[config.mk]
export PLATFORM = sky130hd
export DESIGN_NAME = lrt_timer
export DESIGN_NICKNAME = d
export VERILOG_FILES = /design/src/rtl/lrt_pkg.sv /design/src/rtl/lrt_sync.sv /design/src/rtl/lrt_ctrl.sv /design/src/rtl/lrt_counter.sv /design/src/rtl/lrt_timer.sv
export SDC_FILE = /design/constraint.sdc
export NUM_CORES = 1
export LEC_CHECK = 0
export BUFFER_PORTS_ARGS = -buffer_cell sky130_fd_sc_hd__buf_2
export CAP_MARGIN = 20
export CORE_MARGIN = 5
export CORE_UTILIZATION = 40
export CTS_BUF_LIST = sky130_fd_sc_hd__clkbuf_2 sky130_fd_sc_hd__clkbuf_4 sky130_fd_sc_hd__clkbuf_8
export CTS_CLUSTER_DIAMETER = 80
export DETAILED_ROUTE_END_ITERATION = 12
export HOLD_SLACK_MARGIN = 0.1
export SYNTH_ARGS = -nofsm -noshare
export SYNTH_HDL_FRONTEND = slang
export SYNTH_SLANG_ARGS = --single-unit
[constraint.sdc]
create_clock -name clk -period 2.6 [get_ports clk]
set_input_delay 0.26 -clock clk [delete_from_list [all_inputs] [get_ports clk]]
set_output_delay 0.26 -clock clk [all_outputs]
set_load 0.01 [all_outputs]
[src/rtl/lrt_pkg.sv]
// Package: shared constants and the counter command type for the timer.
// Assumes: one command per cycle reaches the counter.
package lrt_pkg;
    localparam int LRT_STAGES = 8;

    typedef enum logic [1:0] {
        CNT_HOLD  = 2'd0,
        CNT_LOAD  = 2'd1,
        CNT_CLEAR = 2'd2,
        CNT_DEC   = 2'd3
    } cnt_cmd_t;
endpackage

[src/rtl/lrt_sync.sv]
// Module: multi-flop synchronizer for one asynchronous level.
// Assumes: the input is a slow level; only metastability is handled here.
module lrt_sync #(
    parameter int DEPTH = 2
) (
    input  logic clk,
    input  logic rst_n,
    input  logic d_async,
    output logic q_sync
);
    logic [DEPTH-1:0] chain;

    genvar g;
    generate
        for (g = 0; g < DEPTH; g++) begin : g_stage
            // Purpose: move the level one flop further along the chain.
            always_ff @(posedge clk) begin
                if (!rst_n) begin
                    chain[g] <= 1'b0;
                end else begin
                    if (g == 0) chain[g] <= d_async;
                    else        chain[g] <= chain[(g > 0) ? g-1 : 0];
                end
            end
        end
    endgenerate

    assign q_sync = chain[DEPTH-1];
endmodule

[src/rtl/lrt_ctrl.sv]
// Module: control for the timer. Detects the trigger edge, resolves the
// priority between trigger and clear (external and one-shot feedback),
// and issues one counter command per cycle.
// Assumes: trig_s and clr_s are already synchronized to clk.
module lrt_ctrl
    import lrt_pkg::*;
(
    input  logic     clk,
    input  logic     rst_n,
    input  logic     trig_s,
    input  logic     clr_s,
    input  logic     tick,
    input  logic     oneshot,
    input  logic     top_stage,
    output cnt_cmd_t cmd,
    output logic     run_q
);
    logic trig_d;
    logic trig_edge;
    logic fb_clr;
    logic clr_req;

    // Purpose: keep the previous synchronized trigger for edge detection.
    always_ff @(posedge clk) begin
        if (!rst_n) trig_d <= 1'b0;
        else        trig_d <= trig_s;
    end

    assign trig_edge = trig_s & ~trig_d;
    // One-shot feedback: the slow output is high when the top stage is 0.
    assign fb_clr    = oneshot & run_q & ~top_stage;
    // A high trigger blocks every clear request.
    assign clr_req   = (clr_s | fb_clr) & ~trig_s;

    // Purpose: choose the counter command (load beats clear beats count).
    always_comb begin
        if (trig_edge)          cmd = CNT_LOAD;
        else if (clr_req)       cmd = CNT_CLEAR;
        else if (run_q && tick) cmd = CNT_DEC;
        else                    cmd = CNT_HOLD;
    end

    // Purpose: track whether the timer is counting.
    always_ff @(posedge clk) begin
        if (!rst_n)                  run_q <= 1'b0;
        else if (cmd == CNT_LOAD)    run_q <= 1'b1;
        else if (cmd == CNT_CLEAR)   run_q <= 1'b0;
    end

    AST_TRIG_BLOCKS_CLR: assert property (@(posedge clk) disable iff (!rst_n)
        (trig_s && run_q) |=> run_q) else $error("trigger did not block clear");
    AST_CLR_ENTERS_IDLE: assert property (@(posedge clk) disable iff (!rst_n)
        (clr_s && !trig_s) |=> !run_q) else $error("clear did not stop timer");
    AST_EDGE_STARTS: assert property (@(posedge clk) disable iff (!rst_n)
        trig_edge |=> run_q) else $error("edge did not start timer");
endmodule

[src/rtl/lrt_counter.sv]
// Module: down-counting chain of stages with load-all-ones and clear.
// Assumes: the command is decoded elsewhere and stays valid for one cycle.
module lrt_counter
    import lrt_pkg::*;
#(
    parameter int WIDTH = LRT_STAGES
) (
    input  logic             clk,
    input  logic             rst_n,
    input  cnt_cmd_t         cmd,
    output logic [WIDTH-1:0] stages
);
    localparam logic [WIDTH-1:0] ONE  = {{(WIDTH-1){1'b0}}, 1'b1};
    localparam logic [WIDTH-1:0] ONES = {WIDTH{1'b1}};

    // Purpose: apply the command to the stage register.
    always_ff @(posedge clk) begin
        if (!rst_n) begin
            stages <= '0;
        end else begin
            case (cmd)
                CNT_LOAD:  stages <= ONES;
                CNT_CLEAR: stages <= '0;
                CNT_DEC:   stages <= stages - ONE;
                default:   stages <= stages;
            endcase
        end
    end

    AST_HOLD_STABLE: assert property (@(posedge clk) disable iff (!rst_n)
        (cmd == CNT_HOLD) |=> $stable(stages)) else $error("stages moved on hold");
endmodule

[src/rtl/lrt_timer.sv]
// Module: top of the triggered long-period timer. Synchronizes the
// trigger and clear, runs the control and the counter, and drives the
// inverted half-rate and 1/256-rate outputs.
// Assumes: tb_tick is a clean single-cycle pulse in the clk domain.
module lrt_timer
    import lrt_pkg::*;
#(
    parameter int STAGES     = LRT_STAGES,
    parameter int SYNC_DEPTH = 2
) (
    input  logic clk,
    input  logic rst_n,
    input  logic tb_tick,
    input  logic trig_in,
    input  logic clr_in,
    input  logic oneshot_mode,
    output logic half_n,
    output logic slow_n,
    output logic running
);
    localparam int TOP = STAGES - 1;

    logic              trig_s;
    logic              clr_s;
    cnt_cmd_t          cmd;
    logic              run_q;
    logic [STAGES-1:0] stages;

    lrt_sync #(.DEPTH(SYNC_DEPTH)) u_sync_trig (
        .clk(clk), .rst_n(rst_n), .d_async(trig_in), .q_sync(trig_s)
    );
    lrt_sync #(.DEPTH(SYNC_DEPTH)) u_sync_clr (
        .clk(clk), .rst_n(rst_n), .d_async(clr_in), .q_sync(clr_s)
    );

    lrt_ctrl u_ctrl (
        .clk(clk), .rst_n(rst_n), .trig_s(trig_s), .clr_s(clr_s),
        .tick(tb_tick), .oneshot(oneshot_mode), .top_stage(stages[TOP]),
        .cmd(cmd), .run_q(run_q)
    );

    lrt_counter #(.WIDTH(STAGES)) u_cnt (
        .clk(clk), .rst_n(rst_n), .cmd(cmd), .stages(stages)
    );

    assign half_n  = ~stages[0];
    assign slow_n  = ~stages[TOP];
    assign running = run_q;

    AST_IDLE_OUTS_HIGH: assert property (@(posedge clk) disable iff (!rst_n)
        !running |-> (half_n && slow_n)) else $error("idle outputs not high");
    AST_LOAD_DROPS_BOTH: assert property (@(posedge clk) disable iff (!rst_n)
        (cmd == CNT_LOAD) |=> (!half_n && !slow_n && running)) else $error("load bad");
    AST_TICK_TOGGLES_HALF: assert property (@(posedge clk) disable iff (!rst_n)
        (cmd == CNT_DEC) |=> (half_n != $past(half_n))) else $error("half not toggled");
    AST_ONESHOT_ENDS: assert property (@(posedge clk) disable iff (!rst_n)
        (oneshot_mode && running && slow_n && !trig_s) |=> !running) else $error("one-shot stuck");
endmodule

## Word-level counts from Yosys, hierarchy flattened

Cells that the tools add are included.

- Flip-flop bits (word level): 14
- Latch bits: 0
- Bits in writable memories: 0
- ROM bits: 0
- Bits of input ports: 6
- Output and inout port bits: 3
- Word-level logic and storage cells: 29
- Memories kept: 0

- Add/subtract/negate cells: 1
- Multiply operators: 0
- Divide/modulo/power cells: 0
- $lt $le $gt $ge: 0
- Equal/unequal tests: 3
- Shifts and indexed selects: 0
- Muxes and demuxes: 6
- Bitwise gates (word level): 9
- Reduce and logical (&&, ||, !) cells: 3

Operators with widths:

| cell | count |
|---|---|
| one-hot mux 8 bit (3 select lines) | 1 |
| subtractor 8 x 1 -> 8 bit (second input constant) | 1 |
| two-way mux 2 bit | 3 |
| AND 1 bit | 4 |
| equality test 2 bit (second input constant) | 2 |
| inverter 1 bit | 4 |
| nonzero test 3 bit | 1 |
| equality test 2 x 1 -> 1 bit (second input constant) | 1 |
| two-way mux 1 bit | 2 |
| nonzero test 2 bit | 1 |
| logical AND 1 bit | 1 |
| OR 1 bit | 1 |

## Longest topological paths before layout

- Depth in word-level cells: 9
- Gate-level depth with buffers: 6
- Depth with buffers taken out: 6

## Modules after synthesis

A second synthesis with hierarchy kept.

- Cells, all modules: 74
- Area total of the unflattened synthesis: 678.2 um^2

Modules (own cells, without submodules):

| module | times used | cells each | area an instance (um^2) | sequential area each (um^2) |
|---|---|---|---|---|
| lrt_counter | 1 | 52 | 429.2 | 160.2 |
| lrt_ctrl | 1 | 12 | 136.4 | 40.0 |
| lrt_sync | 2 | 4 | 52.6 | 40.0 |
| lrt_timer | 1 | 2 | 7.5 | 0.0 |

## Worst setup path before layout

Ideal clock, no wire load.

- Path type: flip-flop to flip-flop
- Start point: register u_cnt.stages[0]
- End point: register u_cnt.stages[4]
- Setup time: 0.070 ns
- Arrival: 1.337 ns
- Data required time: 2.530 ns
- Setup slack: 1.193 ns
- Cell stages (with the launch flop): 6
- Path buffers: 0
- Period minus slack after synthesis: 1.407 ns
- Path through: dfxtp_1 -> inv_2 -> ha_1 -> nor3b_1 -> or3b_1 -> a21boi_1

- Word-level cells in the longest chain between the ends: 2

RTL lines:

| what | RTL line | text |
|---|---|---|
| start: declaration | lrt_counter.sv:11 | `output logic [WIDTH-1:0] stages` |
| start signal: assignment | lrt_counter.sv:24 | `CNT_DEC: stages <= stages - ONE;` |
| start signal: assignment | lrt_counter.sv:25 | `default: stages <= stages;` |
| subtractor 8 x 1 -> 8 bit | lrt_counter.sv:24 |  |
| one-hot mux 8 bit (3 select lines) | lrt_counter.sv:21 | `case (cmd)` |

No other way between the ends.
A chain may end at the register's enable or synchronous reset.

## Final worst setup path

- Start point: register u_cnt.stages[7]
- End point: register u_cnt.stages[7]

- Word-level cells in the longest chain between the ends: 8
- Elaborated cells between the ends (all ways): 12
- Those cells by class: add/sub (1); eq/ne (3); mux (3); bitwise (4); reduce/logical (1)

RTL lines:

| what | RTL line | text |
|---|---|---|
| inverter 1 bit | lrt_ctrl.sv:31 | `assign fb_clr = oneshot & run_q & ~top_stage;` |
| AND 1 bit | lrt_ctrl.sv:31 |  |
| OR 1 bit | lrt_ctrl.sv:33 | `assign clr_req = (clr_s \| fb_clr) & ~trig_s;` |
| AND 1 bit | lrt_ctrl.sv:33 |  |
| two-way mux 2 bit | lrt_ctrl.sv:38 | `else if (clr_req) cmd = CNT_CLEAR;` |
| two-way mux 2 bit | lrt_ctrl.sv:37 | `if (trig_edge) cmd = CNT_LOAD;` |
| equality test 2 bit or equality test 2 x 1 -> 1 bit (tied branches) | lrt_counter.sv:21 |  |
| one-hot mux 8 bit (3 select lines) or nonzero test 3 bit (tied branches) | - |  |

Parallel ways exist; a longest one is shown, timed or not.

==> results.md <==
- Crit Reg-Reg Endpoint: u_cnt.stages[7]
- Top post-synthesis cells by area: dfxtp_1 44%, and2_1 4.9%, a21boi_1 3.5%, nand2_1 3.5%, a31oi_1 2.9%
- Sequential element share of the synthesized area: 0.440
- Worst hold margin: 189 ps
- TritonCTS clock tree: built
- Net Switching: 114 uW
- TritonRoute pass-1 iters: 4
- Initial Utilization: 0.423
- PortBufs: 8
- Area Growth Syn to Fin: 12.4%
- Clock buffer depth: 2
- Data required, critical path: 2770 ps
- Final setup violating endpoints: 0
- Crit share post-route: 0.625
- Most frequent cells in the layout: 14 x dfxtp_1, 8 x buf_2, 6 x nand2_1
- Worst Hold End: u_sync_clr.chain[0]
- CTS Buf Count: 3
- All-layer global routing usage: 0.112
- Clock latency on the worst-skew pair: 290 ps
- Drt wl/cell: 13.8 um
- Place WS: 1030 ps
- Maximum fanout along the worst path: 11
- Final setup TNS: 0 ps
- Commonest non-fill, non-tap cell in the layout: dfxtp_1
- Vias per cell: 5.84
- Share of cells above drive strength 1: 0.192
- Die H: 49.9 um
- Nets: 86
- Slew Viols, Final: 0
- Die W: 49.9 um
- Hold crit path type: in2reg
- Area leader, netlist: dfxtp_1
- Avg Cell Area, Syn: 9.23 sq um
- Cell Int Power: 339 uW
- Post-synth top area share: 0.440
- GPL Wtd Cong: 0.733
- Via count: 549
- Max Cap Viol: 0
- Vias in the first global route: 473
- Final hold vios: 0
- Yosys Warn Count: 0
- Postcts setup bufs: 0
- Worst path arrival time: 1800 ps
- Max VDD drop: 0.436 mV
- Post-DP HPWL: 910 um
- Initial DRC Count: 14
- Final Skew: 13.4 ps
- Reg2Reg Setup Slack: 980 ps
- Final antenna diode count: 0
- Largest net degree at the start of global routing: 18
- DIE AREA: 2490 sq um
- Cell depth of the worst flop-to-flop path: 4
- Cts repair resizes: 0
- Clock-pin slew on the worst setup and hold paths: 80 ps
- Seq pwr share: 0.523
- Switching Fraction: 0.252
- Crit. End Element: register
- Least-Margin Pin Slew: 698 ps
- DRC errors left: 0
- CTS Sinks: 14
- Min-delay src: clr_in
- PwrDens: 633 nW/um^2
- Unrepaired setup endpoints after global routing: false
- Fmax: 0.616 GHz
- Synth cell types: 35
- Mapped cell area: 637 sq um
- ANT nets after route: 0
- Launch point of the worst reg-to-reg path: u_cnt.stages[7]
- H-Tree Depth: 1
- Startpoint Class: register
- Synthesized Nets: 76
- Post-CTS Hold Buffers: 0
- WHS Path Cells: 2
- Worst setup margin: 975 ps
- Number of top-level pins: 9
- First-pass GRT wire length: 2.15 mm
- Max-slew headroom: 0.532
- CTS Root Buffer Type: clkbuf_4
- GRT overflow: 0
- Clock share of power: 0.349
- Core box area: 1510 sq um
- Comb power frac: 0.128
- Seq cells post-synth: 14
- Crit path time final: 1620 ps
- Crit path kind: reg2reg
- Antenna violations before repair: 0
- Mapped Cells: 69
- Row cnt: 14
- Lkg Pwr: 0.292 nW
- Status: finished clean
- Routed WL: 1.30 mm
==> worst max-delay path by stage <==
| stage | start | end | slack [ps] | depth (start not counted) |
|---|---|---|---|---|
| 2_1_floorplan | u_cnt.stages[0] | u_cnt.stages[4] | 1190 | 5 |
| 3_3_place_gp | oneshot_mode | u_cnt.stages[7] | 1060 | 5 |
| 3_5_place_dp | u_cnt.stages[7] | u_cnt.stages[7] | 1030 | 4 |
| 4_1_cts | u_cnt.stages[7] | u_cnt.stages[7] | 1010 | 4 |
| 5_1_grt | u_cnt.stages[7] | u_cnt.stages[7] | 790 | 4 |
| 6_report | u_cnt.stages[7] | u_cnt.stages[7] | 980 | 4 |
==> cells in the mapped netlist <==
cell type and n:
nor3_1 1, a221o_1 1, or2b_1 1, o21ai_1 1
xnor2_1 1, nor2_1 3, inv_2 2, o211a_1 1
o311ai_1 2, and2b_1 1, a21oi_1 1, o41ai_1 1
buf_2 1, dfxtp_1 14, nor2b_1 1, a21boi_1 3
or3b_1 2, o211ai_1 1, clkbuf_2 1, a311oi_1 1
nand3_1 2, inv_1 2, nand3b_1 1, and2_1 5
a31oi_1 3, nand2_1 6, buf_4 1, o2111ai_1 2
or3_1 1, and3_1 1, ha_1 1, a41oi_1 1
nor3b_1 1, and3b_1 1, and2_2 1
==> routing by layer <==
metal	GRT usage	up-vias	part of all wire	wire length, um
met2	0.153	22	0.46	600
met4	0.0262	0	0.012	16
met1	0.149	255	0.44	576
li1	-	270	-	-
met3	0.0663	2	0.079	102
met5	0	-	0	0
==> worst max-delay path: stages, from the launching register on <==
cell and delay [ps]:
dfxtp_1 370, and3b_1 190, o21ai_1 550, nand3_1 140, o311ai_1 270
==> kinds of logic after synthesis <==
family | synth area share
AND/OR/NAND/NOR | 0.255
AO/OA/AOI/OAI | 0.220
flip-flops | 0.440
buffers and inverters | 0.0511
XOR/XNOR | 0.0138
adder cells (fa/ha/maj) | 0.0196
==> cell type report <==
class / instances / area, sq um
fill: 144 / 791
multi-input combinational: 48 / 324
sequential: 14 / 280
timing repair buffer: 8 / 40.0
clock buffer: 4 / 36.3
tap: 16 / 20.0
inverter: 4 / 15.0
==> power by group through the flow <==
stage | Clock [mW] | Combinational [mW] | Sequential [mW]
finish | 0.158 | 0.0580 | 0.237
global route | 0.172 | 0.0648 | 0.239
global placement | 0 | 0.0570 | 0.242
detailed placement | 0 | 0.0573 | 0.242
floorplan | 0 | 0.0437 | 0.240
CTS | 0.164 | 0.0579 | 0.237
==> state kept, by name, summed over array words and instances, names as in the netlist <==
register	flops
u_cnt.stages	8
u_ctrl.run_q	1
u_ctrl.trig_d	1
u_sync_clr.chain	1
u_sync_clr.q_sync	1
u_sync_trig.chain	1
u_sync_trig.q_sync	1
==> metrics by stage <==
step           cells  total power [mW]  instance area [sq um]  utilization
2_1_floorplan     69             0.283                    637            -
3_3_place_gp      90             0.299                    679        0.451
3_5_place_dp      90             0.299                    679        0.451
4_1_cts           94             0.459                    716        0.475
5_1_grt           94             0.476                    716        0.475
6_report          94             0.453                    716        0.475
(Power assumes the default switching activity.)
